==> config.mk <==
export PLATFORM = sky130hd
export DESIGN_NAME = dly_unit_cal
export DESIGN_NICKNAME = d
export VERILOG_FILES = /design/src/rtl/dly_unit_cal.sv
export SDC_FILE = /design/constraint.sdc
export NUM_CORES = 1
export LEC_CHECK = 0
export ABC_AREA = 1
export CORE_ASPECT_RATIO = 2
export CORE_MARGIN = 2
export CORE_UTILIZATION = 54
export CTS_BUF_LIST = sky130_fd_sc_hd__clkbuf_16
export DETAILED_ROUTE_END_ITERATION = 16
export GPL_ROUTABILITY_DRIVEN = 0
export GPL_TIMING_DRIVEN = 0
export PLACE_DENSITY = 0.94
export SLEW_MARGIN = 20
export SYNTH_ARGS = -nofsm -noshare
export SYNTH_HDL_FRONTEND = slang
export SYNTH_SLANG_ARGS = --single-unit
==> constraint.sdc <==
create_clock -name clk -period 3.3 [get_ports clk]
set_input_delay 0.66 -clock clk [delete_from_list [all_inputs] [get_ports clk]]
set_output_delay 0.66 -clock clk [all_outputs]
set_load 0.005 [all_outputs]
==> src/rtl/dly_unit_cal.sv <==
module dly_unit_cal #(
  parameter int UNIT_W  = 7,
  parameter int SEL_W   = 4,
  parameter int LEN_W   = 12,
  parameter int NTAPS   = 11,
  parameter int TIMEOUT = 125000
) (
  input  logic              clk,
  input  logic              rst_n,
  input  logic              start_i,
  output logic              done_o,
  output logic              err_o,
  output logic [UNIT_W-1:0] res_unit_o,
  output logic [$clog2(LEN_W)-1:0] res_phase_o,
  output logic              cfg_wr_o,
  output logic [UNIT_W-1:0] cfg_unit_o,
  output logic [SEL_W-1:0]  cfg_sel_o,
  output logic              cfg_sen_o,
  input  logic [LEN_W-1:0]  len_i,
  input  logic              len_vld_i
);

  localparam int PH_W     = $clog2(LEN_W);
  localparam int TMO_W    = $clog2(TIMEOUT + 1);
  localparam int UNIT_MAX = (1 << UNIT_W) - 1;
  localparam int SEL_CAL  = NTAPS + 1;

  typedef enum logic [1:0] {S_IDLE, S_WR, S_WAIT} st_t;

  st_t               st;
  logic [UNIT_W-1:0] unit;
  logic [TMO_W-1:0]  tmo;
  logic              hit;
  logic              last_unit;
  logic              tmo_end;
  logic [PH_W-1:0]   msb;

  always_comb begin
    msb = '0;
    for (int i = 0; i < LEN_W; i++)
      if (len_i[i]) msb = PH_W'(i);
  end

  assign hit       = (len_i != '0) && ((len_i >> NTAPS) == '0);
  assign last_unit = (unit == UNIT_W'(UNIT_MAX));
  assign tmo_end   = (tmo == TMO_W'(TIMEOUT - 1));

  assign cfg_wr_o   = (st == S_WR);
  assign cfg_unit_o = unit;
  assign cfg_sen_o  = (st != S_IDLE);
  assign cfg_sel_o  = cfg_sen_o ? SEL_W'(SEL_CAL) : '0;

  always_ff @(posedge clk or negedge rst_n) begin
    if (!rst_n) begin
      st          <= S_IDLE;
      unit        <= '0;
      tmo         <= '0;
      done_o      <= 1'b0;
      err_o       <= 1'b0;
      res_unit_o  <= '0;
      res_phase_o <= '0;
    end else begin
      done_o <= 1'b0;
      err_o  <= 1'b0;
      case (st)
        S_IDLE: if (start_i) begin
          unit        <= '0;
          res_unit_o  <= '0;
          res_phase_o <= '0;
          st          <= S_WR;
        end
        S_WR: begin
          tmo <= '0;
          st  <= S_WAIT;
        end
        S_WAIT: begin
          if (len_vld_i && hit) begin
            done_o      <= 1'b1;
            res_unit_o  <= unit;
            res_phase_o <= msb;
            st          <= S_IDLE;
          end else if (len_vld_i || tmo_end) begin
            if (last_unit) begin
              err_o <= 1'b1;
              st    <= S_IDLE;
            end else begin
              unit <= unit + 1'b1;
              st   <= S_WR;
            end
          end else begin
            tmo <= tmo + 1'b1;
          end
        end
        default: st <= S_IDLE;
      endcase
    end
  end


  unit_step_chk: assert property (@(posedge clk) disable iff (!rst_n)
    (cfg_wr_o && $past(st == S_WAIT)) |-> (cfg_unit_o == $past(cfg_unit_o) + 1'b1));


  wr_pulse_chk: assert property (@(posedge clk) disable iff (!rst_n)
    cfg_wr_o |=> !cfg_wr_o);


  sweep_cfg_chk: assert property (@(posedge clk) disable iff (!rst_n)
    cfg_wr_o |-> (cfg_sen_o && cfg_sel_o == SEL_W'(SEL_CAL)));


  tmo_range_chk: assert property (@(posedge clk) disable iff (!rst_n)
    (st == S_WAIT) |-> (tmo < TMO_W'(TIMEOUT)));


  done_phase_chk: assert property (@(posedge clk) disable iff (!rst_n)
    done_o |-> (res_phase_o < PH_W'(NTAPS)));


  done_pulse_chk: assert property (@(posedge clk) disable iff (!rst_n)
    done_o |=> !done_o);


  end_excl_chk: assert property (@(posedge clk) disable iff (!rst_n)
    !(done_o && err_o));


  res_hold_chk: assert property (@(posedge clk) disable iff (!rst_n)
    ($past(st == S_IDLE) && !$past(start_i)) |-> $stable(res_unit_o));

endmodule

== After elaboration in Yosys (flattened, before gate mapping) ==
Index checks and enable logic that the tools add are counted.
Storage, ports and cells
  word-level logic and storage cells: 69
  flip-flop bits (word level): 39
  input port bits: 16
Cells by class
  add/subtract/negate cells: 2
  muxes and demuxes: 36
  equal/unequal tests: 11
  reduce and logical (&&, ||, !) cells: 13
Operators by type and width (count)
  two-way mux 4 bit: 11
  two-way mux 7 bit: 5
  two-way mux 17 bit: 2
  case mux 17 bit (2 select lines): 1
  case mux 7 bit (2 select lines): 2
  adder 17 x 1 -> 17 bit (second input constant): 1
  equality test 17 bit (second input constant): 1
  logical NOT 12 bit: 1
  inequality test 2 bit (second input constant): 6
  nonzero test 12 bit: 1
  two-way mux 2 bit: 5
  two-way mux 1 bit: 8
  case mux 4 bit (2 select lines): 1
  adder 7 x 1 -> 7 bit (second input constant): 1
  equality test 7 bit (second input constant): 1
  case mux 2 bit (3 select lines): 1
  AND reduction 3 bit: 2
  nonzero test 2 bit: 3
  AND reduction 5 bit: 1
  inequality test 3 bit (second input constant): 1
  equality test 2 x 1 -> 1 bit (second input constant): 1
  equality test 2 bit (second input constant): 1
  logical AND 1 bit: 2
  logical NOT 2 bit: 1
  2 further kinds: 2

== Logic depth before layout (Yosys ltp) ==
Gate-level depths: netlist of run 1.
  depth in word-level cells: 13
  mapped depth: 13
  depth with buffers taken out: 13

== Worst setup path after synthesis of run 1 ==
No wires, ideal clock.
  path kind: input -> register
  start: input len_i[4]
  end: register unit[5], in the netlist cfg_unit_o[5]
  stages: 10
  arrival: 1.486 ns
  library setup time: 0.117 ns
  data required time: 3.183 ns
  path buffers: 0
  setup slack: 1.697 ns
  path through: inv_1 > nand2_1 > nor3_1 > nand2_1 > nand3_1 > nand2_1 > nand2_2 > nand2_4 > nand2_1 > nand2_1
On the way
  word-level cells in the longest chain between the ends: 5
Ends and longest elaborated chain
  from (decl): RTL line 19  | input logic [LEN_W-1:0] len_i,
  nonzero test 12 bit: RTL line 44  | assign hit = (len_i != '0) && ((len_i >> NTAPS) == '0);
  logical AND 1 bit: RTL line 44
  logical AND 1 bit: RTL line 77  | if (len_vld_i && hit) begin
  inequality test 2 bit (no line)
  AND reduction 5 bit (no line)
  to (signal assigned): RTL line 87  | unit <= unit + 1'b1;
  to (decl): RTL line 31  | logic [UNIT_W-1:0] unit;
No other way between the ends.
A chain may end at the register's enable or synchronous reset.

== Worst setup path after layout of run 1 ==
  start: register st[1]
  end: output cfg_wr_o
On the way
  word-level cells in the longest chain between the ends: 1
Ends and longest elaborated chain
  from (decl): RTL line 30  | st_t st;
  from (signal assigned): RTL line 55  | st <= S_IDLE;
  from (signal assigned): RTL line 70  | st <= S_WR;
  from (signal assigned): RTL line 74  | st <= S_WAIT;
  equality test 2 x 1 -> 1 bit: RTL line 48  | assign cfg_wr_o = (st == S_WR);
  to (decl): RTL line 15  | output logic cfg_wr_o,
No other way between the ends.

==> impl_results.rst, run 1 <==
.. list-table::
   :header-rows: 1

   * - Metric
     - Value
   * - Routed length per placed instance
     - 13.61 µm
   * - Fin Hold WS
     - 0.2241 ns
   * - Peak supply drop
     - 0.5556 mV
   * - CTS HTree Levels
     - 2
   * - Global-route met2 utilization
     - 49.80%
   * - Number of sinks on the clock net
     - 39
   * - Crit Path Category
     - flip-flop to primary output
   * - Area used by multi-input combinational logic
     - 0.001144 mm²
   * - Max_slew headroom
     - 66.30%
   * - Busiest layer in global routing
     - met2
   * - Number of filler instances in the final layout
     - approximately 320
   * - Register area
     - just under 0.001 mm²
   * - Worst R2R Start
     - cfg_unit_o[0]$_DFFE_PN0P_
   * - Result of the run
     - finished, final reports clean
   * - Die Area
     - 0.004883 mm²
   * - Number of instances in the synthesized netlist
     - about 320
   * - Total CTS buffers
     - 5
   * - Area Overhead vs Synth
     - 27.42%
   * - Area of the core
     - roughly 0.0041 mm²
   * - Fin. Hold Viols
     - 0
   * - Yosys Warn Count
     - 0
   * - Fraction of the yosys area taken by sequential cells
     - roughly two fifths
   * - Clock power share
     - a little under a third
   * - Net switching share of the total power
     - between 30% and 40%
   * - Internal power consumption
     - 1129 µW
   * - Min Tclk post-route
     - 2.358 ns
   * - Number of antenna violations at the first check in global routing
     - 0
   * - Number of pins with negative max-slew slack in the final report
     - 0
   * - FMAX
     - 424.0 MHz
   * - Total Routing Usage GR
     - 26.61%
   * - Data required time at the worst endpoint
     - between 2 and 3 ns
   * - Number of detailed-routing iterations run before antenna repair
     - 4
   * - Source-to-sink clock delay at the later pin of the worst-skew pair
     - 0.28 ns
   * - Floorplan row count
     - 33
   * - Cell leakage power
     - 0.001451 µW
   * - Detailed Route Iter0 Violations
     - 57
   * - Register clock-pin slew on the reported worst setup and hold paths
     - around 0.060 ns
   * - Avg Synthesized Cell Area
     - 7.250 µm²
   * - Final-layout setup total negative slack
     - 0 ns
   * - Worst Tran Pin Value
     - 0.5055 ns
   * - Remaining routing DRC violations
     - 0
   * - Clock tree from TritonCTS
     - built
   * - Share of the clock period used by the worst path after layout
     - between 70% and 80%
   * - RSZ-0062 raised after global routing
     - no
   * - Total power per unit cell area
     - 574.1 mW/mm²
   * - Post-DP HPWL
     - 4320 µm
   * - Clock skew after layout
     - 0.004851 ns
   * - Starting Density
     - a little under three fifths
   * - Sequential Power Share
     - 33.9%
   * - Number of antenna diodes
     - 0
   * - Arrival time of the worst setup path
     - 1.70 ns
   * - Total of max-cap violations
     - 0
   * - Maximum net fanout on the critical path
     - 4
   * - Count of buffers inserted at the top-level ports
     - 39
   * - Kind of start point of the critical path
     - flip-flop
   * - Global routing usage on met3
     - under 10%
   * - Sw Pwr
     - 573.2 µW
   * - I/O Pins
     - 42
   * - Share of final-layout standard cells stronger than drive strength 1
     - approximately 10%
   * - Class of the tightest hold or removal check
     - primary input to async pin
   * - Synth unique cells
     - 31
   * - Pin count of the biggest net entering global routing
     - 33
   * - Die X-Extent
     - 50.42 µm
   * - Global-route wire length before repair
     - 10050 µm
   * - Die H
     - roughly 97 µm
   * - Detail-routed via count per cell
     - 5.346
   * - Global-route congestion overflow total
     - 0
   * - Post-CTS Setup Repair Bufs
     - 0
   * - Remaining antenna violation count after routing
     - 0
   * - Number of synthesized register bits
     - 39
   * - Routing usage on met1
     - approximately a quarter
   * - Type of destination of the critical path
     - primary output
   * - Number of nets in the finished design
     - 387
   * - Max clock buf depth
     - 2
   * - Post-CTS resize count
     - 0
   * - CTS Hold Bufs
     - 0
   * - Number of global-route vias before repair
     - 2361
   * - Count of final setup violators
     - 0
   * - Mapped Area
     - 0.002327 mm²
   * - Clk Tree Root Cell
     - clkbuf_16
   * - Vias post-DR
     - 2256
   * - Worst setup path startpoint
     - st[1]$_DFFE_PN0P_
   * - Total Routed Length
     - ~5700 µm
   * - Logic pwr share
     - 34.4%
==> logic make-up (layout without fill, tap and decap cells) <==
logic type / after synthesis / in the layout / synth area share (%)
compound gates: 14 / 14 / 4.247
xor+xnor: 9 / 9 / 3.387
fa+ha+maj: 2 / 2 / 1.075
buf+inv: 46 / 94 / 9.085
flops: 39 / 39 / 41.94
other cells: 1 / 2 / 0.1611
simple gates: 210 / 210 / 40.11
==> sequential cells by signal, indices dropped and copies added (netlist names) <==
name         count
err_o            1
cfg_unit_o       7
res_phase_o      4
tmo             17
done_o           1
res_unit_o       7
st               2
==> layout by cell type (no fill, tap or decap), types with 2 or more instances in the layout <==
cell type / Yosys / final
a21oi_1: 3 / 3
buf_2: 1 / 2
buf_4: 5 / 5
clkbuf_16: 0 / 5
clkdlybuf4s50_1: 0 / 38
clkinv_1: 1 / 2
conb_1: 1 / 2
dfrtp_1: 39 / 39
ha_1: 2 / 2
inv_1: 34 / 34
nand2_1: 113 / 113
nand2_2: 4 / 4
nand2_4: 2 / 2
nand3_1: 30 / 30
nand4_1: 7 / 7
nor2_1: 38 / 38
nor3_1: 7 / 7
nor3_2: 2 / 2
nor3b_1: 2 / 2
o21ai_0: 3 / 3
o21ai_2: 7 / 7
xor2_1: 9 / 9
==> power by group through the flow <==
stage	clock network [µW]	logic, µW	registers, µW
3_3_place_gp	0	568	583
5_1_grt	560	644	584
6_report	540	585	577
4_1_cts	543	589	577
2_1_floorplan	0	344	576
3_5_place_dp	0	582	584
==> cell usage after synthesis, drive strengths merged <==
| master | n | share of area (%) |
|---|---|---|
| nand3b | 1 | 0.32 |
| nor3b | 2 | 0.64 |
| nand3 | 31 | 6.9 |
| o31ai | 1 | 0.32 |
| o21ai | 10 | 3.3 |
| ha | 2 | 1.1 |
| nor2 | 41 | 7.7 |
| xor2 | 9 | 3.4 |
| clkinv | 1 | 0.16 |
| inv | 35 | 5.6 |
| nand4 | 7 | 1.9 |
| buf | 9 | 3.1 |
| dfrtp | 39 | 42 |
| clkbuf | 1 | 0.16 |
| conb | 1 | 0.16 |
| a21oi | 3 | 0.64 |
| nor3 | 9 | 2.4 |
| nand2 | 119 | 20 |
==> path summary, 6_finish.rpt <==
| path | end | slack [ns] | cells past startpoint |
|---|---|---|---|
| max | cfg_wr_o | 0.94 | 2 |
| min | tmo[4]$_DFFE_PN0P_ | 0.22 | 1 |
| max reg2reg | cfg_unit_o[5]$_DFFE_PN0P_ | 1.52 | 11 |
| min reg2reg | res_phase_o[3]$_DFFE_PN0P_ | 0.51 | 2 |
| max in group asynchronous | cfg_unit_o[6]$_DFFE_PN0P_ | 2.65 | 2 |
| min in group clk | res_phase_o[3]$_DFFE_PN0P_ | 0.51 | 2 |
==> final cells by class <==
class	count	area share, %
clock buffers	5	4.219
well taps	52	2.194
flip-flops and latches	39	32.91
plain buffers	10	2.574
multi-input cells	237	38.57
clock inverters	3	1.308
inverters	36	4.557
repair buffers	40	13.67
==> metrics by stage <==
step	instances	setup WS, ns	power, µW	area (µm²)	utilization, %
after floorplan	322	1.697	919.5	2331	-
after global placement	413	0.6191	1151	2786	67.48
after detailed placement	414	0.9752	1167	2801	67.85
after CTS	422	0.9355	1709	2965	71.82
after global routing	422	0.8831	1788	2965	71.82
final	422	0.9417	1702	2965	71.82
==> metal layers <==
layer | vias up | wire length, µm | part of all wire (%)
met4 | 0 | 240 | 4.2
met2 | 67 | 3356 | 58
li1 | 1091 | - | -
met1 | 1077 | 1959 | 34
met5 | - | 0 | 0
met3 | 21 | 188 | 3.3
==> worst max-delay path, cell delays in order (launching register included) <==
cell	delay [ns]
dfrtp_1	0.44
nor2_1	0.38
clkdlybuf4s50_1	0.59
No activity file was read; power rests on OpenSTA's default activity.
==> inputs of run 2 (changes only) <==
- CORE_UTILIZATION: 54 -> 52
- PLACE_DENSITY: 0.94 -> 0.91
- clock period: 3.3 -> 2.2 ns (I/O delays scaled with it)
==> run 2 against run 1 <==
Non-clock buffer count did not move. Die area rose by 3.6%. Setup slack worse by 0.87 ns. Via count up 0.98%. Critical endpoint unchanged. Largest cell class unchanged.
==> impl_results.rst, run 2 (synthesized netlist as in run 1, its figures left out) <==
.. list-table::
   :header-rows: 1

   * - Metric
     - Value
   * - Final WS setup
     - 0.07212 ns (-0.8696 ns)
   * - Register area
     - 975.9 µm² (unchanged)
   * - Number of antenna diodes
     - 0 (unchanged)
   * - Number of pins with negative max-slew slack in the final report
     - 0 (unchanged)
   * - Post-DP HPWL
     - 4317 µm (about the same)
   * - CTS Hold Bufs
     - 0 (unchanged)
   * - Total Routing Usage GR
     - 26.19% (-0.42 points)
   * - Total Routed Length
     - 5960 µm (+3.8%)
   * - Register clock-pin slew on the reported worst setup and hold paths
     - 0.06 ns (about the same)
   * - Result of the run
     - finished, final reports clean
   * - Total of max-cap violations
     - 0 (unchanged)
   * - Number of filler instances in the final layout
     - 353 (+12%)
   * - Floorplan row count
     - 34 (+3.0%)
   * - Area Overhead vs Synth
     - 26.34%
   * - Class of the tightest hold or removal check
     - primary input to async pin
   * - Vias post-DR
     - 2278 (+0.98%)
   * - Peak supply drop
     - 0.6207 mV (+12%)
   * - Global-route wire length before repair
     - 10090 µm (+0.34%)
   * - Remaining antenna violation count after routing
     - 0 (unchanged)
   * - Number of detailed-routing iterations run before antenna repair
     - 4 (unchanged)
   * - Leading cell type in the layout, fill and taps excluded
     - nand2_1
   * - Area of the core
     - 0.004339 mm² (+5.1%)
   * - Count of buffers inserted at the top-level ports
     - 39 (unchanged)
   * - Type of destination of the critical path
     - primary output
   * - Total power
     - 2423 µW (+42%)
   * - Clk Tree Root Cell
     - clkbuf_16
   * - Starting Density
     - 53.63% (-2.7 points)
   * - Number of antenna violations at the first check in global routing
     - 0 (unchanged)
   * - Final core area utilization
     - 67.76% (-4.1 points)
   * - Die Area
     - 0.005059 mm² (+3.6%)
   * - Min Tclk post-route
     - 2.128 ns
   * - Pin count of the biggest net entering global routing
     - 22 (-33%)
   * - Share of final-layout standard cells stronger than drive strength 1
     - 9.511% (-0.49 points)
   * - Count of final setup violators
     - 0 (unchanged)
   * - Die H
     - 98.61 µm (+1.8%)
   * - Global-route congestion overflow total
     - 0 (unchanged)
   * - Post-CTS resize count
     - 0 (unchanged)
   * - Total power per unit cell area
     - 824.2 mW/mm² (+44%)
   * - Arrival time of the worst setup path
     - 1.69 ns (about the same)
   * - Most frequent cells in the layout
     - nand2_1 (113), dfrtp_1 (39), nor2_1 (38), clkdlybuf4s50_1 (38), inv_1 (35)
   * - Routed length per placed instance
     - 14.12 µm (+3.8%)
   * - Data required time at the worst endpoint
     - 1.76 ns (-0.88 ns)
   * - Worst R2R Start
     - tmo[0]$_DFFE_PN0P_
   * - CTS HTree Levels
     - 2 (unchanged)
   * - Kind of start point of the critical path
     - flip-flop
   * - Cell leakage power
     - 0.001440 µW (-0.76%)
   * - Number of sinks on the clock net
     - 39 (unchanged)
   * - Detailed Route Iter0 Violations
     - 69 (+21%)
   * - Detail-routed via count per cell
     - 5.398 (+0.98%)
   * - Area used by multi-input combinational logic
     - 0.001144 mm² (unchanged)
   * - Fin Hold WS
     - 0.1123 ns (-0.1118 ns)
   * - Worst reg2reg path endpoint
     - tmo[12]$_DFFE_PN0P_
   * - R2R setup slack
     - 0.33 ns (-1.19 ns)
   * - Number of global-route vias before repair
     - 2328 (-1.4%)
   * - Clock tree from TritonCTS
     - built
   * - Fin. Hold Viols
     - 0 (unchanged)
   * - Remaining routing DRC violations
     - 0 (unchanged)
   * - RSZ-0062 raised after global routing
     - no
   * - Clock skew after layout
     - 0.003230 ns (-0.001621 ns)
   * - Number of nets in the finished design
     - 387 (unchanged)
   * - Flip-flop count of the largest register after layout
     - 17 (unchanged)
   * - Total CTS buffers
     - 5 (unchanged)
   * - Reg with most FFs
     - tmo
   * - Crit Path Category
     - flip-flop to primary output
   * - Maximum net fanout on the critical path
     - 4 (unchanged)
   * - Max clock buf depth
     - 2 (unchanged)
   * - FMAX
     - 470.0 MHz
   * - I/O Pins
     - 42 (unchanged)
   * - Post-CTS Setup Repair Bufs
     - 0 (unchanged)
   * - Die X-Extent
     - 51.31 µm (+1.8%)
   * - Source-to-sink clock delay at the later pin of the worst-skew pair
     - 0.28 ns (about the same)
   * - Cells on worst reg2reg path
     - 7 (-4)
   * - Share of the clock period used by the worst path after layout
     - 96.72%
   * - Pre-CTS setup slack
     - 0.1024 ns (-0.8727 ns)
[run 2: changes by cell type in the layout (fill, tap and decap cells not counted), sizes merged]
| cell | delta |
|---|---|
| bufinv | -1 |
| inv | +1 |
| clkinv | -2 |
[run 2: worst max path at each step]
| stage | slack, ns | to | start |
|---|---|---|---|
| after detailed placement | 0.10 | cfg_unit_o[2]$_DFFE_PN0P_ | len_i[4] |
| after global placement | -0.28 | cfg_unit_o[3]$_DFFE_PN0P_ | rst_n |
| final | 0.07 | cfg_wr_o | st[1]$_DFFE_PN0P_ |
| after global routing | 0.008 | cfg_wr_o | st[1]$_DFFE_PN0P_ |
| after CTS | 0.07 | cfg_wr_o | st[1]$_DFFE_PN0P_ |
| after floorplan | 0.72 | tmo[0]$_DFFE_PN0P_ | tmo[0]$_DFFE_PN0P_ |
[run 2: through the flow]
stage                     std cells  TNS [ns]  instance area [µm²]
after floorplan                 322         0                 2331
after global placement          415    -10.66                 2789
after detailed placement        416         0                 2811
after CTS                       422         0                 2940
after global routing            422         0                 2940
final                           422         0                 2940
[run 2: power breakdown]
part	total [µW]	switching [µW]	internal, µW
Combinational	883	507	377
Clock	673	270	403
Sequential	867	76.7	790
[run 2: cell type report]
class / count / share of cell area (%)
sequential: 39 / 33.19
clock buffer: 5 / 4.255
timing repair buffer: 40 / 14.04
multi-input combinational: 237 / 38.89
clock inverter: 1 / 0.1277
buffer: 10 / 2.596
tap: 54 / 2.298
inverter: 36 / 4.596
[run 2: routing by layer]
metal  global-route usage [%]  routed length, µm
met1                    25.38               1956
met2                    48.05               3409
met3                    3.333                215
met4                    18.83                379
met5                        0                  0
[run 2: worst max-delay path, cell delays in order (launching register included)]
cell and delay [ns]:
dfrtp_1 0.45, nor2_1 0.37, clkdlybuf4s50_1 0.60
==> inputs of run 3 (changes only) <==
- CORE_MARGIN: 2 -> default
- SLEW_MARGIN: 20 -> default
==> run 3 against run 2 <==
Core utilization rose by 0.17 points. Register-to-register slack improved by 0.09 ns. Critical path depth unchanged. Non-clock buffer count fell by 1. Sequential cell count did not move. Global-route usage is 0.76 points higher. Wire length shrank 2.2%. Critical endpoint unchanged. Largest cell class unchanged.
==> impl_results.rst, run 3 (synthesized netlist as in run 1, its figures left out) <==
.. list-table::
   :header-rows: 1

   * - Metric
     - Value
   * - Total power
     - 2568 µW (+6.0%)
   * - Met2 routed wirelength
     - 3263 µm (-4.3%)
   * - FMAX
     - 467.9 MHz (-0.45%)
   * - Detail-routed via count per cell
     - 5.303 (-1.8%)
   * - Source-to-sink clock delay at the later pin of the worst-skew pair
     - 0.28 ns (about the same)
   * - Number of pins with negative max-slew slack in the final report
     - 0 (unchanged)
   * - Class of the tightest hold or removal check
     - primary input to async pin
   * - Number of antenna violations at the first check in global routing
     - 0 (unchanged)
   * - Share of final-layout standard cells stronger than drive strength 1
     - 9.756% (+0.25 points)
   * - Cell leakage power
     - 0.001442 µW (+0.11%)
   * - Maximum net fanout on the critical path
     - 4 (unchanged)
   * - Total CTS buffers
     - 5 (unchanged)
   * - Crit Path Category
     - flip-flop to primary output
   * - Most frequent cells in the layout
     - nand2_1 (113), dfrtp_1 (39), nor2_1 (38), clkdlybuf4s50_1 (38), inv_1 (34)
   * - Global-route wire length before repair
     - 9832 µm (-2.5%)
   * - Kind of start point of the critical path
     - flip-flop
   * - Remaining routing DRC violations
     - 0 (unchanged)
   * - Final-layout setup total negative slack
     - 0 ns (unchanged)
   * - Data required time at the worst endpoint
     - 1.76 ns (about the same)
   * - Number of global-route vias before repair
     - 2191 (-5.9%)
   * - Sw Pwr
     - 877.5 µW (+2.8%)
   * - Total of max-cap violations
     - 0 (unchanged)
   * - RSZ-0062 raised after global routing
     - no
   * - Peak supply drop
     - 0.7634 mV (+23%)
   * - Top layer in use
     - met4
   * - Routed metal-1 wirelength
     - 2129 µm (+8.8%)
   * - Starting Density
     - 53.63% (unchanged)
   * - Routed length per placed instance
     - 13.77 µm (-2.5%)
   * - Wire length on met3
     - 161 µm (-25%)
   * - Share of the clock period used by the worst path after layout
     - 97.16% (+0.43 points)
   * - Post-DP HPWL
     - 4137 µm (-4.2%)
   * - Result of the run
     - finished, final reports clean
   * - Flip-flop count of the largest register after layout
     - 17 (unchanged)
   * - Logic pwr share
     - 34.2% (-2.2 points)
   * - Count of final setup violators
     - 0 (unchanged)
   * - Type of destination of the critical path
     - primary output
   * - Total power per unit cell area
     - 871.2 mW/mm² (+5.7%)
   * - Max clock buf depth
     - 2 (unchanged)
   * - Vias post-DR
     - 2243 (-1.5%)
   * - Leading cell type in the layout, fill and taps excluded
     - nand2_1
   * - Reg with most FFs
     - tmo
   * - Count of buffers inserted at the top-level ports
     - 39 (unchanged)
   * - Pin count of the biggest net entering global routing
     - 40 (+82%)
   * - Register clock-pin slew on the reported worst setup and hold paths
     - 0.06 ns (about the same)
   * - Max_slew headroom
     - 40.76%
   * - Sequential Power Share
     - 33.8% (-2.0 points)
   * - Area Overhead vs Synth
     - 26.67%
   * - Clock skew after layout
     - 0.004605 ns (+0.001375 ns)
   * - Floorplan row count
     - 34 (unchanged)
   * - Post-CTS resize count
     - 0 (unchanged)
   * - I/O Pins
     - 42 (unchanged)
   * - Post-CTS Setup Repair Bufs
     - 0 (unchanged)
   * - Final core area utilization
     - 67.94% (+0.17 points)
   * - Arrival time of the worst setup path
     - 1.70 ns (about the same)
   * - Clock power share
     - 31.9% (+4.1 points)
   * - Detailed Route Iter0 Violations
     - 53 (-23%)
   * - Number of sinks on the clock net
     - 39 (unchanged)
   * - Fin. Hold Viols
     - 0 (unchanged)
   * - Die X-Extent
     - 49.31 µm (-3.9%)
   * - Remaining antenna violation count after routing
     - 0 (unchanged)
   * - Global-route congestion overflow total
     - 0 (unchanged)
   * - Number of nets in the finished design
     - 386 (-0.26%)
   * - Clk Tree Root Cell
     - clkbuf_16
   * - Number of detailed-routing iterations run before antenna repair
     - 4 (unchanged)
   * - CTS Hold Bufs
     - 0 (unchanged)
   * - Net switching share of the total power
     - 34.17% (-1.0 points)
   * - Number of antenna diodes
     - 0 (unchanged)
   * - Die H
     - 96.61 µm (-2.0%)
   * - Clock tree from TritonCTS
     - built
   * - Internal power consumption
     - 1691 µW (+7.7%)
   * - Area of the core
     - 0.004339 mm² (unchanged)
   * - Min Tclk post-route
     - 2.137 ns (+0.009532 ns)
   * - Final cell count without fillers
     - 423 (+0.24%)
   * - Total Routed Length
     - 5826 µm (-2.2%)
   * - CTS HTree Levels
     - 2 (unchanged)
   * - Die Area
     - 0.004763 mm² (-5.8%)
   * - Total Routing Usage GR
     - 26.94% (+0.76 points)
   * - Worst Tran Pin Value
     - 0.8886 ns
   * - Dpl cells
     - 415 (-0.24%)
-- run 3: changes by cell type in the layout (fill, tap and decap cells not counted), sizes merged --
cell	delta
clkinv	+2
buf	-1
bufinv	+1
inv	-1
-- run 3: power by group through the flow --
| stage | registers, µW | clock network (µW) | logic, µW |
|---|---|---|---|
| 6_report | 869 | 820 | 879 |
| 5_1_grt | 878 | 850 | 951 |
| 4_1_cts | 869 | 820 | 885 |
| 3_5_place_dp | 876 | 0 | 874 |
| 3_3_place_gp | 872 | 0 | 856 |
| 2_1_floorplan | 863 | 0 | 516 |
-- run 3: routing by layer --
layer,vias to the layer above,GRT usage (%)
met3,22,2.830
met2,67,48.68
met5,-,0
li1,1091,-
met1,1063,29.00
met4,0,15.61
-- run 3: path summary, 6_finish.rpt --
check,from,endpoint,slack [ns],cells past startpoint
max in group asynchronous,rst_n,cfg_unit_o[3]$_DFFE_PN0P_,1.36,1
min reg2reg,res_phase_o[3]$_DFFE_PN0P_,res_phase_o[3]$_DFFE_PN0P_,0.50,2
max reg2reg,cfg_unit_o[0]$_DFFE_PN0P_,cfg_unit_o[5]$_DFFE_PN0P_,0.42,11
max,st[1]$_DFFE_PN0P_,cfg_wr_o,0.06,2
min,rst_n,tmo[5]$_DFFE_PN0P_,0.28,1
min in group clk,res_phase_o[3]$_DFFE_PN0P_,res_phase_o[3]$_DFFE_PN0P_,0.50,2
-- run 3: critical path, cell delays in order, from the launching register on --
cell             delay [ns]
dfrtp_1                0.45
nor2_1                 0.38
clkdlybuf4s50_1        0.59
-- run 3: final cells by class --
cell class                      instances  area (µm²)
Multi-Input combinational cell        237        1144
Buffer                                 10       76.32
Tap cell                               54       67.56
Clock inverter                          3       38.79
Clock buffer                            5       125.1
Sequential cell                        39       975.9
Timing Repair Buffer                   39       385.4
Inverter                               36       135.1
Fill cell                             359        1391
-- run 3: metrics by stage --
step / cell area (µm²) / setup slack (ns) / hold WS [ns]
after floorplan: 2331 / 0.7156 / 0.1444
after global placement: 2789 / -0.2492 / 0.4833
after detailed placement: 2784 / 0.1191 / 0.4895
after CTS: 2948 / 0.06147 / 0.3041
after global routing: 2948 / 0.001490 / 0.3558
final: 2948 / 0.06259 / 0.2777
